### src/rtl/pred_pkg.sv
package pred_pkg;
  typedef enum logic [1:0] {
    RK_PLAIN  = 2'd0,
    RK_MOVZ   = 2'd1,
    RK_MOVNZ  = 2'd2,
    RK_RSVD   = 2'd3
  } ret_kind_e;
endpackage

### src/rtl/pred_bank.sv
module pred_bank #(
  parameter int NUM_PRED = 64,
  localparam int IW = $clog2(NUM_PRED)
) (
  input  logic                clk,
  input  logic                rst_n,
  input  logic                wr_en,
  input  logic                wr_res,
  input  logic [IW-1:0]       wr_idx_t,
  input  logic [IW-1:0]       wr_idx_f,
  input  logic [IW-1:0]       rd_idx,
  output logic                rd_val,
  output logic [NUM_PRED-1:0] bank_q
);
  // Slot 0 is a constant true.
  assign bank_q[0] = 1'b1;

  for (genvar i = 1; i < NUM_PRED; i++) begin : g_slot
    logic hit_t, hit_f, en, d;
    always_comb begin
      hit_t = (wr_idx_t == IW'(i));
      hit_f = (wr_idx_f == IW'(i));
      en    = wr_en && (hit_t || hit_f);
      d     = hit_t ? wr_res : ~wr_res;
    end
    always_ff @(posedge clk or negedge rst_n) begin
      if (!rst_n) begin
        bank_q[i] <= 1'b0;
      end else if (en) begin
        bank_q[i] <= d;
      end
    end
  end

  assign rd_val = bank_q[rd_idx];
endmodule

### src/rtl/cmov_eval.sv
module cmov_eval #(
  parameter int DATA_W = 32
) (
  input  pred_pkg::ret_kind_e kind,
  input  logic [DATA_W-1:0]   test,
  output logic                allow
);
  import pred_pkg::*;
  logic is_zero;
  always_comb begin
    is_zero = (test == '0);
    unique case (kind)
      RK_PLAIN: allow = 1'b1;
      RK_MOVZ:  allow = is_zero;
      RK_MOVNZ: allow = !is_zero;
      default:  allow = 1'b0;
    endcase
  end
endmodule

### src/rtl/wb_stage.sv
module wb_stage #(
  parameter int REG_AW = 5,
  parameter int DATA_W = 32
) (
  input  logic              clk,
  input  logic              rst_n,
  input  logic              fire,
  input  logic [REG_AW-1:0] dst,
  input  logic [DATA_W-1:0] data,
  output logic              we_q,
  output logic [REG_AW-1:0] addr_q,
  output logic [DATA_W-1:0] data_q
);
  logic              we_d;
  logic [REG_AW-1:0] addr_d;
  logic [DATA_W-1:0] data_d;

  always_comb begin
    we_d   = fire;
    addr_d = fire ? dst  : addr_q;
    data_d = fire ? data : data_q;
  end

  always_ff @(posedge clk or negedge rst_n) begin
    if (!rst_n) begin
      we_q <= 1'b0;
    end else begin
      we_q <= we_d;
    end
  end

  always_ff @(posedge clk or negedge rst_n) begin
    if (!rst_n) begin
      addr_q <= '0;
      data_q <= '0;
    end else if (fire) begin
      addr_q <= addr_d;
      data_q <= data_d;
    end
  end
endmodule

### src/rtl/pred_retire_gate.sv
module pred_retire_gate #(
  parameter int NUM_PRED = 64,
  parameter int REG_AW   = 5,
  parameter int DATA_W   = 32,
  localparam int PIDX_W  = $clog2(NUM_PRED)
) (
  input  logic              clk,
  input  logic              rst_n,
  input  logic              cmp_valid,
  input  logic              cmp_result,
  input  logic [PIDX_W-1:0] cmp_dst_t,
  input  logic [PIDX_W-1:0] cmp_dst_f,
  output logic              cmp_illegal,
  input  logic              ret_valid,
  input  logic [1:0]        ret_kind,
  input  logic [PIDX_W-1:0] ret_pidx,
  input  logic [REG_AW-1:0] ret_dst,
  input  logic [DATA_W-1:0] ret_data,
  input  logic [DATA_W-1:0] ret_test,
  output logic              rf_we,
  output logic [REG_AW-1:0] rf_waddr,
  output logic [DATA_W-1:0] rf_wdata
);
  import pred_pkg::*;

  logic                same_tgt;
  logic                pair_wr;
  logic                pred_hit;
  logic                cond_ok;
  logic                fire;
  logic [NUM_PRED-1:0] pred_vec;
  ret_kind_e           kind;

  always_comb begin
    same_tgt    = (cmp_dst_t == cmp_dst_f);
    cmp_illegal = cmp_valid && same_tgt;
    pair_wr     = cmp_valid && !same_tgt;
    kind        = ret_kind_e'(ret_kind);
  end

  pred_bank #(.NUM_PRED(NUM_PRED)) i_bank (
    .clk      (clk),
    .rst_n    (rst_n),
    .wr_en    (pair_wr),
    .wr_res   (cmp_result),
    .wr_idx_t (cmp_dst_t),
    .wr_idx_f (cmp_dst_f),
    .rd_idx   (ret_pidx),
    .rd_val   (pred_hit),
    .bank_q   (pred_vec)
  );

  cmov_eval #(.DATA_W(DATA_W)) i_cond (
    .kind  (kind),
    .test  (ret_test),
    .allow (cond_ok)
  );

  always_comb fire = ret_valid && pred_hit && cond_ok;

  wb_stage #(.REG_AW(REG_AW), .DATA_W(DATA_W)) i_wb (
    .clk    (clk),
    .rst_n  (rst_n),
    .fire   (fire),
    .dst    (ret_dst),
    .data   (ret_data),
    .we_q   (rf_we),
    .addr_q (rf_waddr),
    .data_q (rf_wdata)
  );
endmodule

### config.mk
export PLATFORM = sky130hd
export DESIGN_NAME = pred_retire_gate
export DESIGN_NICKNAME = d
export VERILOG_FILES = /design/src/rtl/pred_pkg.sv /design/src/rtl/pred_bank.sv /design/src/rtl/cmov_eval.sv /design/src/rtl/wb_stage.sv /design/src/rtl/pred_retire_gate.sv
export SDC_FILE = /design/constraint.sdc
export NUM_CORES = 1
export LEC_CHECK = 0
export CELL_PAD_IN_SITES_DETAIL_PLACEMENT = 0
export CELL_PAD_IN_SITES_GLOBAL_PLACEMENT = 2
export CORE_MARGIN = 2
export CORE_UTILIZATION = 34
export CTS_BUF_LIST = sky130_fd_sc_hd__clkbuf_8
export CTS_CLUSTER_DIAMETER = 200
export CTS_CLUSTER_SIZE = 10
export DETAILED_ROUTE_END_ITERATION = 12
export PLACE_DENSITY = 0.89
export SYNTH_ARGS = -nofsm -noshare
export SYNTH_HDL_FRONTEND = slang
export SYNTH_SLANG_ARGS = --single-unit
export TNS_END_PERCENT = 20
### constraint.sdc
create_clock -name clk -period 4.3 [get_ports clk]
set_input_delay 0.86 -clock clk [delete_from_list [all_inputs] [get_ports clk]]
set_output_delay 0.86 -clock clk [all_outputs]
set_load 0.05 [all_outputs]
==> out/results.txt, run 1 <==
status: finished, final reports clean
aggregate global-route resource usage: 24.85%
Setup Skew: 0.01611 ns
delay-heaviest family, CP: multiplexers
Clk pin slew, worst setup/hold paths: 0.11 ns
commonest cells in the synthesized netlist: o21ai_0 (115), a21oi_1 (105), dfrtp_1 (101), clkbuf_1 (52), nand2_1 (45)
Setup violations, final: 0
Port-buffer cells: 132
area grow syn2layout: 27.84%
# Post-CTS Setup Buffers: 0
Seq cells post-synth: 101
core area: 18,020 sq um
Post-synth EDFFs: 0
Area contributors post-synth: dfrtp_1 (40%), o21ai_0 (9.2%), a21oi_1 (8.4%), a221oi_1 (6.0%), mux4_2 (5.4%)
Die W: 139.8 um
CTS Buffer Depth: 2
starting density of the core: 34.78%
largest net degree at the start of global routing: 72
Netlist cell types: 44
CP endpoint kind: flip-flop
total nets after synthesis: 787
cell area after synthesis: 6269 sq um
Inserted Clock Buffers: 9
CTS tree: built
RSZ-0062 raised after global routing: false
P per Cell Area: 444.9 nW/um^2
total grt overflow: 0
top cell type's share of synthesized area: 40.32%
Setup crit end: i_wb.data_q[6]
HP Start: i_wb.data_q[25]
Core Rows: 49
clock sink count: 101
Fmax: 0.2830 GHz
Iter 0 DRT Violations: 1,080
Tcrit/Tclk final: 82.17%
Antenna Cells: 0
first-pass GRT wire length: 37.87 mm
final wirelength: 24.46 mm
VDD IR max: 0.0004971 V
Hold Vio Cnt, Final: 0
Max stage delay on crit path: 0.84 ns
share of post-route cells with drive strength above 1: 10.74%
Post-DP HPWL: 17.67 mm
final net count: 890
FF-to-FF End: i_wb.data_q[6]
top_reg_cell synth: dfrtp_1
Crit-path slowest cell: clkdlybuf4s50_1
antenna-violating nets left: 0
vias in the first global route: 6,395
Synth Area in Compound Gates: 29.74%
Most common cell on crit path: mux4_2
drt first pass iters: 8
CP Depth: 7
worst r2r path cells: 6
Critical Path AT: 3.83 ns
Worst Path Required: 4.59 ns
WS Path Type: input port to flip-flop
Buffers & Inverters on Critical Path: 2
RR Startpoint: i_bank.bank_q[44]
ys async rst share: 100.0%
Post-CTS Resized: 0
Avg Inst Size Synth: 9.045 sq um
DR DRC count: 0
setup_tns: 0 ns
H-tree levels: 3
largest family of logic cells by synthesized area: compound AO/OA/AOI/OAI gates
initial antenna violation count: 0
Critical Path Start: ret_pidx[2]
Slew Limit Fails: 0
Critical Path Start Type: input port
post-synthesis adder-cell area fraction: 0%
Yosys warnings: 0
top-count cell post-synth: o21ai_0
# IOs: 133
Hold Crit Class: flip-flop to flip-flop
Routed wire per std cell: 23.75 um
sequential cell area fraction in the yosys report: 40.32%
RD Place Congestion: 0.9366
CTS Hold Bufs: 0
worst-skew pair later-pin latency: 0.41 ns
die area: 19,540 sq um
post-synthesis mux area share: 12.85%
Max-cap violations: 0
crit path max fanout: 38
Synth Area in Simple Gates: 11.28%
Slew @ Worst Pin: 1.138 ns
Post-Syn Instances: 693
fin crit period: 3.533 ns
total power: 3.566 mW
die height: 139.8 um
XOR/XNOR Fraction of Synth Area: 0.8383%
detailed-route via count: 6,507
Vias/cell: 6.317
clock root buffer master: clkbuf_8
leakage power: 2.919 nW
Synth area leader: dfrtp_1
r2r setup slk: 1.71 ns
relative slew slack: 23.86%
worst-path cell chain: clkdlybuf4s50_1 -> mux4_2 -> mux4_2 -> nand2b_1 -> a41oi_4 -> buf_12 -> mux2_2
per-stage QoR:
stage,area (sq um),utilization [%],worst slack [ns],cells,hold slack [ns]
global route,8014,44.46,0.6805,1030,0.5233
CTS,8014,44.46,0.7479,1030,0.5075
finish,8014,44.46,0.7665,1030,0.5023
global placement,7787,43.20,0.4323,1014,0.4728
floorplan,6269,-,0.6463,693,0.4783
detailed placement,7787,43.20,0.3154,1014,0.4808
how the worst min path moves through the flow:
stage | endpoint | slack (ns) | depth (start not counted)
floorplan | i_bank.bank_q[5] | 0.48 | 2
global placement | i_wb.data_q[27] | 0.47 | 1
detailed placement | i_wb.data_q[25] | 0.48 | 1
CTS | i_wb.data_q[25] | 0.51 | 1
global route | i_wb.data_q[25] | 0.52 | 1
finish | i_wb.data_q[25] | 0.50 | 1
area by class of cell:
| type | instances | area, sq um |
|---|---|---|
| fill | 1736 | 10010 |
| multi-input combinational | 522 | 3442 |
| sequential | 101 | 2527 |
| timing repair buffer | 156 | 1509 |
| tap | 229 | 286.5 |
| clock buffer | 9 | 123.9 |
| clock inverter | 7 | 102.6 |
| inverter | 6 | 22.52 |
registers in the layout, indices dropped and copies added (netlist names):
name and cells:
i_bank.bank_q 63, i_wb.addr_q 5, i_wb.data_q 32, i_wb.we_q 1
metal layers:
layer  part of all wire (%)  track usage (%)  wire [um]
met3                    8.7            4.405       2130
met4                    2.7            8.684        650
met1                     41            32.96      10040
met2                     48            40.98      11640
met5                      0                0          0
cell usage in the layout, fill, tap and decap left out, drive strengths merged, types with 6 or more instances in the layout:
cell type / count
clkdlybuf4s50: 130
o21ai: 117
a21oi: 105
dfrtp: 101
nand2: 45
a221oi: 43
mux2: 38
buf: 26
nor2: 19
nand3: 18
o22ai: 17
nor3: 17
mux4: 15
nor4: 10
nor2b: 10
a31oi: 10
nand4: 9
clkbuf: 9
nand2b: 8
inv: 8
a311oi: 7
xnor2: 6
o31a: 6
where the power goes:
group	internal, mW	total, mW	switching (mW)
clock network	0.289	0.689	0.400
registers	1.19	1.38	0.188
logic	0.588	1.50	0.913
kinds of logic (layout without fill, tap and decap cells):
kind of cell	count (synthesis)	count (layout)
mux	57	57
simple gates	145	145
buf+inv	70	178
compound gates	314	314
flops	101	101
xor+xnor	6	6
No activity file was read; power rests on OpenSTA's default activity.
==> run 2, diff against run 1 <==
- CORE_UTILIZATION: 34 -> 29
- PLACE_DENSITY: 0.89 -> 0.81
- clock period: 4.3 -> 2.84 ns (I/O delays scaled with it)
==> run 2 against run 1 <==
Compared with the run above: global-route usage is 3.5 points lower; die area is 17% higher; worst setup slack lost 0.74 ns; utilization fell by 3.6 points; non-clock buffer count grew 52; flip-flop and latch count is the same; critical path depth grew 4; critical path type unchanged; highest routed layer unchanged.
==> out/results.txt, run 2 (synthesized netlist as in run 1, its figures left out) <==
Max stage delay on crit path: 0.48 ns (was 0.84 ns)
clock sink count: 101 (unchanged)
VDD IR max: 0.0003324 V (was 0.0004971 V)
starting density of the core: 29.73% (was 34.78%)
CTS Hold Bufs: 0 (unchanged)
P per Cell Area: 627.2 nW/um^2 (was 444.9 nW/um^2)
setup slack after layout: 0.03106 ns (was 0.7665 ns)
most frequent cells in the layout: clkdlybuf4s50_1 (128), o21ai_0 (115), a21oi_1 (105) (was clkdlybuf4s50_1 (130), o21ai_0 (115), a21oi_1 (105))
Clk pin slew, worst setup/hold paths: 0.11 ns (about the same)
Post-DP HPWL: 17.83 mm (was 17.67 mm)
Top reg by flops: i_bank.bank_q (unchanged)
Setup violations, final: 0 (unchanged)
status: finished, final reports clean (unchanged)
Core Rows: 53 (was 49)
die height: 151.0 um (was 139.8 um)
Antenna Cells: 0 (unchanged)
Int Pwr: 3.114 mW (was 2.065 mW)
Port-buffer cells: 132 (unchanged)
CTS tree: built (unchanged)
drt first pass iters: 5 (was 8)
first-pass GRT wire length: 37.01 mm (was 37.87 mm)
Vias/cell: 5.964 (was 6.317)
Critical Path Start Type: input port (unchanged)
H-tree levels: 3 (unchanged)
Hold Crit Class: input port to asynchronous set/reset pin (was flip-flop to flip-flop)
Setup Skew: 0.01000 ns (was 0.01611 ns)
relative slew slack: 27.36% (was 23.86%)
Multi-input gate area: 3513 sq um (was 3442 sq um)
crit path max fanout: 5 (was 38)
Sw Ratio: 42.39% (was 42.10%)
worst-path cell chain: clkdlybuf4s50_1 -> buf_6 -> buf_4 -> mux2_2 -> o22ai_2 -> o22ai_2 -> o221a_2 -> a41oi_4 -> buf_6 -> clkbuf_16 -> mux2_2 (was clkdlybuf4s50_1 -> mux4_2 -> mux4_2 -> nand2b_1 -> a41oi_4 -> buf_12 -> mux2_2)
clock root buffer master: clkbuf_8 (unchanged)
Critical Path AT: 3.10 ns (was 3.83 ns)
Inserted Clock Buffers: 9 (unchanged)
Routed wire per std cell: 22.37 um (was 23.75 um)
largest net degree at the start of global routing: 46 (was 72)
Buffers & Inverters on Critical Path: 5 (was 2)
biggest regs: i_bank.bank_q x63, i_wb.data_q x32, i_wb.addr_q x5 (unchanged)
antenna-violating nets left: 0 (unchanged)
Worst Path Required: 3.13 ns (was 4.59 ns)
vias in the first global route: 6,472 (was 6,395)
share of post-route cells with drive strength above 1: 17.70% (was 10.74%)
WS Path Type: input port to flip-flop (unchanged)
RD Place Congestion: 0.9030 (was 0.9366)
Logic pwr share: 44.1% (was 42.1%)
Fmax: 0.3560 GHz
FF+latch area: 2527 sq um (unchanged)
fillcell total: 2,063 (was 1,736)
DR DRC count: 0 (unchanged)
switching power: 2.291 mW (was 1.501 mW)
total power: 5.404 mW (was 3.566 mW)
area grow syn2layout: 37.46% (was 27.84%)
Slew Limit Fails: 0 (unchanged)
CTS Buffer Depth: 2 (unchanged)
Final Util: 40.86% (was 44.46%)
Max-cap violations: 0 (unchanged)
Crit-path slowest cell: clkdlybuf4s50_1 (unchanged)
aggregate global-route resource usage: 21.36% (was 24.85%)
CP endpoint kind: flip-flop (unchanged)
Reg power frac: 38.6% (about the same)
# IOs: 133 (unchanged)
Slew @ Worst Pin: 1.086 ns (was 1.138 ns)
initial antenna violation count: 0 (unchanged)
worst-skew pair later-pin latency: 0.39 ns (was 0.41 ns)
detailed-route via count: 6,727 (was 6,507)
final wirelength: 25.24 mm (was 24.46 mm)
Die W: 151.0 um (was 139.8 um)
setup_tns: 0 ns (unchanged)
commonest non-fill, non-tap cell in the layout: clkdlybuf4s50_1 (unchanged)
Place WS: -0.6330 ns (was 0.3154 ns)
max reg flops: 63 (unchanged)
core area: 21,090 sq um (was 18,020 sq um)
Iter 0 DRT Violations: 695 (was 1,080)
Tcrit/Tclk final: 98.91%
Hold Vio Cnt, Final: 0 (unchanged)
fin crit period: 2.809 ns
die area: 22,810 sq um (was 19,540 sq um)
clock share of power: 17.3% (was 19.3%)
final net count: 942 (was 890)
leakage power: 3.241 nW (was 2.919 nW)
delay-heaviest family, CP: buffers and inverters (was multiplexers)
total grt overflow: 0 (unchanged)
run 2: worst paths after layout:
| kind | from | end | slack (ns) | cells after the start |
|---|---|---|---|---|
| worst min-delay path | rst_n | i_wb.addr_q[4] | 0.13 | 1 |
| worst min register to register | i_wb.data_q[26] | i_wb.data_q[26] | 0.50 | 1 |
| min in group clk | i_wb.data_q[26] | i_wb.data_q[26] | 0.50 | 1 |
| worst max-delay path | ret_pidx[1] | i_wb.data_q[16] | 0.03 | 11 |
| max in group asynchronous | rst_n | i_bank.bank_q[62] | 1.95 | 2 |
| worst max register to register | i_bank.bank_q[33] | i_wb.data_q[16] | 0.21 | 7 |
run 2: timing repair:
action / 4_1_cts / 5_1_grt
setup buffers: 2 / 1
gates cloned: 2 / 3
pin swaps: 1 / 8
gates resized for setup: 8 / 16
endpoints found under the setup margin: 37 / 37
run 2: worst register-to-register path, delay by kind of cell, from the launching register on:
kind	cells	cell delay [ns]
compound gates	1	0.26
buf+inv	2	0.35
flops	1	0.48
mux	3	1.29
simple gates	1	0.16
run 2: stage by stage:
stage / hold WS, ns / instance area (sq um) / cells
finish: 0.1329 / 8617 / 1128
global route: 0.1548 / 8617 / 1128
CTS: 0.1399 / 8496 / 1124
detailed placement: 0.4806 / 8207 / 1104
global placement: 0.4721 / 8207 / 1104
floorplan: 0.2724 / 6275 / 693
run 2: layout make-up:
class / instances / share of cell area (%)
timing repair buffer: 208 / 23.48
clock buffer: 9 / 1.437
inverter: 6 / 0.2614
sequential: 101 / 29.33
clock inverter: 7 / 0.7260
multi-input combinational: 522 / 40.77
tap: 275 / 3.993
run 2: power groups by stage:
stage | Clock [mW] | Sequential, mW | Combinational, mW
detailed placement | 0 | 2.11 | 2.32
global placement | 0 | 2.10 | 2.26
global route | 1.02 | 2.13 | 2.51
floorplan | 0 | 2.74 | 0.723
CTS | 0.965 | 2.08 | 2.35
finish | 0.936 | 2.09 | 2.38
run 2: routing by layer:
layer / global-route usage, % / up-vias / share of wire [%]
li1: - / 2979 / -
met5: 0 / - / 0
met4: 9.299 / 0 / 3.1
met3: 3.283 / 51 / 7.2
met1: 27.91 / 3358 / 42
met2: 35.14 / 339 / 48
==> run 3, diff against run 2 <==
- GPL_ROUTABILITY_DRIVEN: unset -> 0
==> run 3 against run 2 <==
Compared with the run above: first-iteration DRC count increased by 2.0%; clock skew increased by 0.0021 ns; flip-flop and latch count unchanged; count of clock-buffer cells in the layout unchanged; largest power group unchanged; worst setup slack improved by 0.025 ns; die area unchanged; critical endpoint is now i_wb.data_q[24]; utilization increased by 0.14 points.
==> out/results.txt, run 3 (synthesized netlist as in run 1, its figures left out) <==
status: finished, final reports clean (unchanged)
Hold Crit Class: input port to asynchronous set/reset pin (unchanged)
FF-to-FF End: i_wb.data_q[24] (was i_wb.data_q[16])
worst r2r path cells: 7 (unchanged)
share of post-route cells with drive strength above 1: 17.29% (was 17.70%)
Final Util: 41.00% (was 40.86%)
final net count: 941 (was 942)
Slew Limit Fails: 0 (unchanged)
vias in the first global route: 6,558 (was 6,472)
worst hold margin: 0.1600 ns (was 0.1329 ns)
RR Startpoint: i_bank.bank_q[5] (was i_bank.bank_q[33])
final instance count without filler cells: 1,125 (was 1,128)
Antenna Cells: 0 (unchanged)
largest net degree at the start of global routing: 46 (unchanged)
most frequent cells in the layout: clkdlybuf4s50_1 (126), o21ai_0 (115), a21oi_1 (105) (was clkdlybuf4s50_1 (128), o21ai_0 (115), a21oi_1 (105))
starting density of the core: 29.73% (unchanged)
antenna-violating nets left: 0 (unchanged)
clock root buffer master: clkbuf_8 (unchanged)
commonest non-fill, non-tap cell in the layout: clkdlybuf4s50_1 (unchanged)
Setup violations, final: 0 (unchanged)
H-tree levels: 3 (unchanged)
drt first pass iters: 5 (unchanged)
leakage power: 3.258 nW (was 3.241 nW)
detailed-route via count: 6,720 (was 6,727)
Top reg by flops: i_bank.bank_q (unchanged)
total grt overflow: 0 (unchanged)
Critical Path Start Type: input port (unchanged)
CTS tree: built (unchanged)
WS Path Type: input port to flip-flop (unchanged)
Routed wire per std cell: 22.36 um (was 22.37 um)
Clk pin slew, worst setup/hold paths: 0.10 ns (was 0.11 ns)
Finished Cell Area: 8646 sq um (was 8617 sq um)
Area after DPL: 8212 sq um (was 8207 sq um)
Tcrit/Tclk final: 98.04% (was 98.91%)
total power: 5.414 mW (was 5.404 mW)
crit path max fanout: 5 (unchanged)
die area: 22,810 sq um (unchanged)
DP Cell Count: 1,103 (was 1,104)
Fmax: 0.3592 GHz (was 0.3560 GHz)
Setup Skew: 0.01211 ns (was 0.01000 ns)
Place WS: -0.6021 ns (was -0.6330 ns)
die height: 151.0 um (unchanged)
CTS Hold Bufs: 0 (unchanged)
Setup crit end: i_wb.data_q[24] (was i_wb.data_q[16])
Port-buffer cells: 132 (unchanged)
Iter 0 DRT Violations: 709 (was 695)
setup slack after layout: 0.05566 ns (was 0.03106 ns)
Inserted Clock Buffers: 9 (unchanged)
setup_tns: 0 ns (unchanged)
Critical Path AT: 3.06 ns (was 3.10 ns)
CTS Buffer Depth: 2 (unchanged)
worst-skew pair later-pin latency: 0.39 ns (about the same)
r2r setup slk: 0.19 ns (was 0.21 ns)
biggest regs: i_bank.bank_q x63, i_wb.data_q x32, i_wb.addr_q x5 (unchanged)
clock sink count: 101 (unchanged)
CP endpoint kind: flip-flop (unchanged)
final wirelength: 25.16 mm (was 25.24 mm)
max reg flops: 63 (unchanged)
Max-cap violations: 0 (unchanged)
first-pass GRT wire length: 37.26 mm (was 37.01 mm)
area grow syn2layout: 37.92% (was 37.46%)
Worst Path Required: 3.11 ns (was 3.13 ns)
core area: 21,090 sq um (unchanged)
Critical Path Start: ret_pidx[3] (was ret_pidx[1])
Core Rows: 53 (unchanged)
relative slew slack: 32.76% (was 27.36%)
fillcell total: 2,054 (was 2,063)
# IOs: 133 (unchanged)
Post-DP HPWL: 17.75 mm (was 17.83 mm)
aggregate global-route resource usage: 21.29% (was 21.36%)
DR DRC count: 0 (unchanged)
Vias/cell: 5.973 (was 5.964)
fin crit period: 2.784 ns (was 2.809 ns)
VDD IR max: 0.0003006 V (was 0.0003324 V)
Hold Vio Cnt, Final: 0 (unchanged)
Slew @ Worst Pin: 1.005 ns (was 1.086 ns)
initial antenna violation count: 0 (unchanged)
P per Cell Area: 626.2 nW/um^2 (was 627.2 nW/um^2)
Die W: 151.0 um (unchanged)
==> run 3: area by class of cell <==
cell class	instances	area, sq um	area share, %
clock buffer	9	123.9	1.433
clock inverter	5	61.31	0.7091
inverter	6	22.52	0.2605
multi-input combinational	522	3521	40.72
sequential	101	2527	29.23
tap	275	344.1	3.980
timing repair buffer	207	2046	23.66
==> run 3: worst min-delay path by stage <==
stage / endpoint / start / slack [ns] / cells past startpoint
floorplan: i_bank.bank_q[10] / rst_n / 0.27 / 0
global placement: i_wb.data_q[26] / i_wb.data_q[26] / 0.47 / 1
detailed placement: i_wb.addr_q[2] / i_wb.addr_q[2] / 0.48 / 1
CTS: i_wb.data_q[27] / rst_n / 0.17 / 1
global route: i_wb.data_q[27] / rst_n / 0.18 / 1
finish: i_wb.data_q[27] / rst_n / 0.16 / 1
==> run 3: power breakdown <==
part           switching, mW  total (mW)  internal (mW)
combinational           1.41        2.38          0.969
clock                  0.546       0.949          0.404
sequential             0.283        2.08           1.80
total                   2.24        5.41           3.17
==> run 3: repair_timing <==
action | CTS | global route
gates cloned | 3 | 2
setup endpoints to repair | 37 | 37
resized for setup | 13 | 14
buffers inserted | 3 | 0
hold endpoints to repair | 0 | 0
pin swaps | 1 | 7
==> run 3: critical path: stages <==
cell and delay (ns):
clkdlybuf4s50_1 0.60, mux4_2 0.33, mux4_2 0.49, nand2b_4 0.16
a41oi_4 0.22, buf_6 0.21, clkbuf_16 0.16, mux2_1 0.32
==> run 3: layer usage <==
metal / share of wire [%] / GRT usage (%)
met2: 49 / 36.27
met3: 6.5 / 2.048
met1: 41 / 27.85
met5: 0 / 0
met4: 2.8 / 8.598
